### config.mk
export PLATFORM = sky130hd
export DESIGN_NAME = subcmp_unit
export DESIGN_NICKNAME = d
export VERILOG_FILES = /design/src/rtl/subcmp_pkg.sv /design/src/rtl/subcmp_operand_prep.sv /design/src/rtl/subcmp_ripple_add.sv /design/src/rtl/subcmp_flag_decode.sv /design/src/rtl/subcmp_unit.sv
export SDC_FILE = /design/constraint.sdc
export NUM_CORES = 1
export LEC_CHECK = 0
export ABC_AREA = 1
export BUFFER_PORTS_ARGS = -buffer_cell sky130_fd_sc_hd__buf_2
export CORE_AREA = 2 2 39 41
export DETAILED_ROUTE_END_ITERATION = 10
export DIE_AREA = 0 0 41 43
export MAX_ROUTING_LAYER = met4
export PLACE_DENSITY = 0.37
export SYNTH_ARGS = -nofsm -noshare
export SYNTH_HDL_FRONTEND = slang
export SYNTH_HIERARCHICAL = 1
export SYNTH_SLANG_ARGS = --single-unit
### constraint.sdc
create_clock -name vclk -period 2.1
set_input_delay 0 -clock vclk [all_inputs]
set_output_delay 0 -clock vclk [all_outputs]
set_load 0.02 [all_outputs]
### src/rtl/subcmp_pkg.sv
package subcmp_pkg;

  // One-bit sum of a full adder cell.
  function automatic logic fa_sum(input logic a, input logic b, input logic c);
    return a ^ b ^ c;
  endfunction

  // One-bit carry of a full adder cell.
  function automatic logic fa_carry(input logic a, input logic b, input logic c);
    return (a & b) | (c & (a ^ b));
  endfunction

  // Compare outcome carried between the decoder and the top.
  typedef struct packed {
    logic gt;
    logic lt;
    logic eq;
  } cmp_flags_t;

endpackage

### src/rtl/subcmp_operand_prep.sv
module subcmp_operand_prep #(
  parameter int W = 4
) (
  input  logic [W-1:0] raw_b,
  input  logic         invert,
  output logic [W-1:0] cond_b,
  output logic         carry_seed
);
  // Each bit of the second operand is XORed with the mode bit.
  for (genvar i = 0; i < W; i++) begin : g_xor
    assign cond_b[i] = raw_b[i] ^ invert;
  end
  // In subtract mode the carry-in supplies the +1 of the two's complement.
  assign carry_seed = invert;
endmodule

### src/rtl/subcmp_ripple_add.sv
module subcmp_ripple_add #(
  parameter int W = 4
) (
  input  logic [W-1:0] x,
  input  logic [W-1:0] y,
  input  logic         cin,
  output logic [W-1:0] s,
  output logic         cout
);
  import subcmp_pkg::*;

  logic [W:0] chain;
  assign chain[0] = cin;

  for (genvar i = 0; i < W; i++) begin : g_cell
    assign s[i]         = fa_sum(x[i], y[i], chain[i]);
    assign chain[i + 1] = fa_carry(x[i], y[i], chain[i]);
  end

  assign cout = chain[W];
endmodule

### src/rtl/subcmp_flag_decode.sv
module subcmp_flag_decode #(
  parameter int W = 4
) (
  input  logic [W-1:0]            diff,
  input  logic                    cout,
  input  logic                    enable,
  output logic                    is_zero,
  output subcmp_pkg::cmp_flags_t  flags
);
  // The zero detect is a NOR over all bits, so it grows with W.
  assign is_zero = ~|diff;

  always_comb begin
    flags    = '0;
    flags.eq = enable & is_zero;
    flags.lt = enable & ~cout;
    flags.gt = enable & cout & ~is_zero;
  end
endmodule

### src/rtl/subcmp_unit.sv
module subcmp_unit #(
  parameter int W = 4
) (
  input  logic [W-1:0] op_a,
  input  logic [W-1:0] op_b,
  input  logic         sub_mode,
  output logic [W-1:0] result,
  output logic         carry_out,
  output logic         a_gt_b,
  output logic         a_lt_b,
  output logic         a_eq_b
);
  // Named internal events, kept visible for the bound checker.
  logic [W-1:0]           b_eff;
  logic                   cin;
  logic                   diff_zero;
  subcmp_pkg::cmp_flags_t flags;

  subcmp_operand_prep #(.W(W)) u_prep (
    .raw_b      (op_b),
    .invert     (sub_mode),
    .cond_b     (b_eff),
    .carry_seed (cin)
  );

  subcmp_ripple_add #(.W(W)) u_add (
    .x    (op_a),
    .y    (b_eff),
    .cin  (cin),
    .s    (result),
    .cout (carry_out)
  );

  subcmp_flag_decode #(.W(W)) u_flags (
    .diff    (result),
    .cout    (carry_out),
    .enable  (sub_mode),
    .is_zero (diff_zero),
    .flags   (flags)
  );

  assign a_gt_b = flags.gt;
  assign a_lt_b = flags.lt;
  assign a_eq_b = flags.eq;
endmodule

### Yosys cells after proc, flatten, opt, wreduce, memory -nomap -nowiden

Index checks and enable logic that the tools add are counted.

* output and inout bits: 8
* bits of input ports: 9
* register bits after elaboration: 0

* bitwise logic cells: 29
* reduce and logical (&&, ||, !) cells: 2

Operator list (count)
* 1-bit AND: 12
* 1-bit XOR: 12
* 1-bit OR: 4
* 4-bit OR reduction: 1
* 1-bit logical NOT: 1
* 1-bit NOT: 1

### Longest topological paths before layout

Gate-level depths: netlist of run 1.

* word-level depth: 12
* mapped depth: 14
* gate-level depth less buffers: 14

### By module

Netlist of run 1, hierarchy kept.

Modules (own cells, without submodules)
* subcmp_ripple_add: cells an instance 14, times used 1, seq. area each 0.0 µm², area an instance 117.6 µm²
* subcmp_operand_prep: cells an instance 18, times used 1, seq. area each 0.0 µm², area an instance 71.3 µm²
* subcmp_flag_decode: cells an instance 9, times used 1, seq. area each 0.0 µm², area an instance 42.5 µm²

### Least setup slack after synthesis of run 1

No wires, ideal clock.

* path type: input -> output
* start point: input port sub_mode
* end point: output port a_gt_b
* slack: -0.092 ns
* path buffers: 0
* arrival time: 2.192 ns
* stages: 13
* cell sequence: inv_2 -> nand2_1 -> nand2_1 -> fa_1 -> inv_1 -> fa_1 -> inv_1 -> fa_1 -> inv_1 -> fa_1 -> inv_1 -> nor2_2 -> a21oi_1

RTL lines
* from (decl): line subcmp_unit.sv:6 `input logic sub_mode,`
* 1-bit XOR *: line subcmp_operand_prep.sv:11 `assign cond_b[i] = raw_b[i] ^ invert;`
* named net b_eff[0]: line subcmp_unit.sv:14 `logic [W-1:0] b_eff;`
* 1-bit XOR: line subcmp_pkg.sv:10 `return (a & b) | (c & (a ^ b));`
* 1-bit AND: line subcmp_pkg.sv:10
* 1-bit OR *: line subcmp_pkg.sv:10
* 1-bit AND *: line subcmp_pkg.sv:10
* 1-bit OR *: line subcmp_pkg.sv:10
* 1-bit AND *: line subcmp_pkg.sv:10
* 1-bit OR *: line subcmp_pkg.sv:10
* 1-bit XOR *: line subcmp_pkg.sv:5 `return a ^ b ^ c;`
* named net result[3]: line subcmp_unit.sv:7 `output logic [W-1:0] result,`
* 4-bit OR reduction *: line subcmp_flag_decode.sv:11 `assign is_zero = ~|diff;`
* 1-bit AND *: line subcmp_flag_decode.sv:17 `flags.gt = enable & cout & ~is_zero;`
* to (decl): line subcmp_unit.sv:9 `output logic a_gt_b,`

Mark *: on every way through the listed nets, which the timed path passes. The rest lies on a longest branch.

### Worst setup path in the final report of run 1

* start point: input port sub_mode
* end point: output port a_gt_b

* longest elaborated chain between the ends: 12

Ends and longest elaborated chain (line)
* 1-bit XOR: subcmp_operand_prep.sv:11
* 1-bit XOR: subcmp_pkg.sv:5, subcmp_pkg.sv:10
* 1-bit AND: subcmp_pkg.sv:10
* 1-bit OR: subcmp_pkg.sv:10
* 1-bit AND: subcmp_pkg.sv:10
* 1-bit OR: subcmp_pkg.sv:10
* 1-bit AND: subcmp_pkg.sv:10
* 1-bit OR: subcmp_pkg.sv:10
* 1-bit AND: subcmp_pkg.sv:10
* 1-bit OR: subcmp_pkg.sv:10
* 1-bit AND: subcmp_flag_decode.sv:17
* 1-bit AND *: subcmp_flag_decode.sv:17

Mark *: on every way between the ends. The rest lies on a longest branch, timed or not.

==> results.json, run 1 <==
{
  "grt_overflow": 0,
  "drive_above_1_share": 0.475,
  "hold_viol": 0,
  "grt_max_degree": 6,
  "outcome": "completed",
  "power_density_mw_per_mm2": 366,
  "maxCapViolCount": 0,
  "fin_total_pwr_w": 0.000137,
  "postRouteAntennaNets": 0,
  "power_leakage_nw": 0.246,
  "initial_utilization": 0.165,
  "io_buffers": 17,
  "setup_viol": 0,
  "globalRouteMet3Util": 0.00524,
  "via_per_inst": 3.49,
  "placed_cell_area_um2": 352,
  "syn_area_per_cell_um2": 5.69,
  "vias": 262,
  "top_usage_layer": "met2",
  "grt_pass1_vias": 210,
  "maxClockFrequency_ghz": 0.484,
  "slew_headroom": 0.918,
  "design.seq.count": 0,
  "post-route-period-util": 0.983,
  "die_width_um": 41,
  "setup-tns-final_ns": 0,
  "setup_slack_ns": 0.0357,
  "first_pass_iters": 2,
  "postLayoutCellArea_um2": 375,
  "rsz0062_at_grt": "true",
  "rows": 14,
  "nets": 74,
  "drc": 0,
  "startpoint_type": "primary input",
  "use_met1": 0.0742,
  "grt_use_total": 0.0577,
  "coreArea_mm2": 0.00138,
  "die_y_um": 43,
  "arrival_ns": 2.06,
  "dr.first_iter.drc_count": 1,
  "hold_path.class": "primary input to output port",
  "fin_crit_ns": 2.06,
  "slew_viol_final": 0,
  "ir_drop_mv": 0.0684,
  "syn_area_um2": 228,
  "wl_um": 506,
  "yosys_warnings": 6,
  "diodes": 0,
  "layout_common_cells": "buf_2 (14), inv_1 (14), nand2_1 (13)",
  "critPathRequiredTime_ns": 2.10,
  "cp_max_fo": 5,
  "fill_cells": 167,
  "antenna_found_initial": 0,
  "met2_usage": 0.100,
  "wl_per_cell_um": 6.75,
  "cts_hold_buf": 0,
  "syn_inst": 40,
  "grt_first_pass_wirelength_um": 738,
  "ios": 17,
  "dp_hpwl_um": 471,
  "worstSetupPathType": "primary input to output port",
  "ff_latch_area_um2": 0,
  "synth_nets": 53,
  "gp_congestion": 0.603,
  "cp-end-kind": "output port",
  "dp_slack_ns": -0.117,
  "syn_to_final_growth_pct": 64.8,
  "clkbuf_count": 0,
  "tightest_slew_ns": 0.123,
  "fp.dieArea_mm2": 0.00176
}
[final cells by class]
class                           count  area [um^2]  area share
Multi-Input combinational cell     23          169       0.450
Timing Repair Buffer               20          126       0.337
Inverter                           16         60.1       0.160
Tap cell                           16         20.0      0.0533
[power by group]
group          internal, W  switching [W]  leakage (nW)
clock network            0              0             0
registers                0              0             0
logic            0.0000537      0.0000835         0.246
total            0.0000537      0.0000835         0.246
[path summary, 6_finish.rpt]
check,from,end,slack [ns],depth (start not counted)
worst max-delay path,sub_mode,a_gt_b,0.04,13
worst min-delay path,op_a[2],result[2],0.44,3
[per-stage QoR]
stage	util	hold WS, ns	std cells
2_1_floorplan	-	0.110	40
3_3_place_gp	0.254	0.448	75
3_5_place_dp	0.254	0.446	75
4_1_cts	0.264	0.453	75
5_1_grt	0.271	0.475	75
6_report	0.271	0.444	75
[metal layers]
layer  wire (um)  part of all wire
met1         231              0.46
met2         233              0.46
met3          42             0.083
met4           0                 0
met5           0                 0
[timing repair]
| item | CTS | global route |
|---|---|---|
| resized for setup | 6 | 3 |
| setup buffers | 0 | 0 |
| endpoints found under the setup margin | 2 | 2 |
| pin swaps | 1 | 0 |
[worst max-delay path, stage by stage]
cell	delay (ns)
buf_4	0.13
buf_6	0.12
fa_2	0.35
inv_2	0.06
fa_1	0.14
inv_1	0.05
fa_1	0.35
inv_1	0.08
fa_1	0.40
inv_1	0.09
nor2_2	0.05
a21oi_2	0.13
buf_6	0.13
Note: power is estimated with default switching activity, not from simulation.
==> inputs of run 2 (changes only) <==
--- a/config.mk
+++ b/config.mk
@@ -11,7 +11,7 @@
 export DETAILED_ROUTE_END_ITERATION = 10
 export DIE_AREA = 0 0 41 43
 export MAX_ROUTING_LAYER = met4
-export PLACE_DENSITY = 0.37
+export PLACE_DENSITY = 0.51
 export SYNTH_ARGS = -nofsm -noshare
 export SYNTH_HDL_FRONTEND = slang
 export SYNTH_HIERARCHICAL = 1
==> results.json, run 2 (same netlist as run 1, synthesis figures left out) <==
{
  "outcome": "completed",
  "p_comb_frac": 1.000,
  "ff_latch_area_um2": 0,
  "slew_headroom": 0.924,
  "cp_max_fo": 3,
  "power_density_mw_per_mm2": 390,
  "fp.dieArea_mm2": 0.00176,
  "critPathRequiredTime_ns": 2.10,
  "cp-end-kind": "output port",
  "postCtsSetupBuffers": 0,
  "setup_viol": 0,
  "postLayoutCellArea_um2": 407,
  "initial_utilization": 0.165,
  "tightest_slew_ns": 0.114,
  "setup_slack_ns": 0.0402,
  "postRouteAntennaNets": 0,
  "fill_cells": 159,
  "setup-tns-final_ns": 0,
  "dp_slack_ns": -0.119,
  "grt_first_pass_wirelength_um": 724,
  "grt_max_degree": 7,
  "fin_crit_ns": 2.06,
  "dr.first_iter.drc_count": 2,
  "ios": 17,
  "gp_congestion": 0.711,
  "grt_pass1_vias": 185,
  "fin_total_pwr_w": 0.000159,
  "syn_to_final_growth_pct": 78.6,
  "hold_path.class": "primary input to output port",
  "grt_overflow": 0,
  "post-route-period-util": 0.981,
  "placed_cell_area_um2": 352,
  "layout_common_cells": "buf_2 (13), nand2_1 (11), inv_1 (10), inv_2 (5), buf_6 (4)",
  "slew_viol_final": 0,
  "maxClockFrequency_ghz": 0.485,
  "arrival_ns": 2.06,
  "startpoint_type": "primary input",
  "p_sw_frac": 0.579,
  "die_y_um": 43,
  "dp_hpwl_um": 459,
  "netSwitchingPower_w": 0.0000918,
  "clock_power_share": 0,
  "nets": 74,
  "power_leakage_nw": 0.247,
  "antenna_found_initial": 0,
  "via_per_inst": 3.60,
  "clkbuf_count": 0,
  "coreArea_mm2": 0.00138,
  "intPower_w": 0.0000668,
  "rows": 14,
  "diodes": 0,
  "worstSetupPathType": "primary input to output port",
  "wl_um": 506,
  "grt_use_total": 0.0556,
  "vias": 270,
  "final_common_cell": "buf_2",
  "cts_hold_buf": 0,
  "first_pass_iters": 2,
  "design.seq.count": 0,
  "drc": 0,
  "maxCapViolCount": 0,
  "wl_per_cell_um": 6.75,
  "ir_drop_mv": 0.104,
  "die_width_um": 41,
  "hold_viol": 0,
  "post-route-util": 0.294,
  "p_seq_frac": 0,
  "rsz0062_at_grt": "true",
  "io_buffers": 17,
  "drive_above_1_share": 0.610
}
-- run 2: cell count changes in the layout (fill, tap and decap cells not counted) --
cell / delta
nand2_2: +2
fa_1: -2
nand2_1: -2
fa_2: +2
nor2_2: -1
inv_1: -4
nor2_4: +1
buf_2: -1
inv_4: +1
buf_8: +1
buf_6: +1
inv_2: +3
buf_4: -1
-- run 2: critical path, stage by stage --
cell and delay (ns):
buf_8 0.08, inv_4 0.03, nand2_2 0.05, nand2_2 0.05, fa_2 0.35, inv_2 0.07
fa_2 0.19, inv_2 0.04, fa_2 0.35, inv_2 0.06, fa_1 0.41, inv_2 0.09
nor2_4 0.04, a21oi_2 0.13, buf_6 0.13
-- run 2: metal layers --
layer	global-route usage	wire, um	up-vias
met1	0.0900	219	117
met4	0	0	0
met3	0	32	0
li1	-	-	143
met5	-	0	-
met2	0.0813	254	10
-- run 2: final timing paths --
path,startpoint,end,slack [ns],cells after the start
max,sub_mode,a_gt_b,0.04,15
min,sub_mode,a_gt_b,0.45,5
-- run 2: timing repair --
action / CTS / global route
resized for setup: 10 / 12
pin swaps: 4 / 7
setup endpoints to repair: 3 / 3
-- run 2: area by class of cell --
type,count,area [um^2],share of cell area
tap,16,20.0,0.0492
inverter,16,62.6,0.154
timing repair buffer,20,140,0.345
multi-input combinational,23,184,0.452
-- run 2: power by group through the flow --
stage	clock network, W	registers [W]	logic, W
after floorplan	0	0	0.0000912
after global placement	0	0	0.000137
final	0	0	0.000159
after CTS	0	0	0.000152
after detailed placement	0	0	0.000138
after global routing	0	0	0.000175
-- run 2: stage by stage --
stage	hold slack (ns)	cells
2_1_floorplan	0.110	40
3_3_place_gp	0.454	75
3_5_place_dp	0.448	75
4_1_cts	0.469	75
5_1_grt	0.478	75
6_report	0.451	75
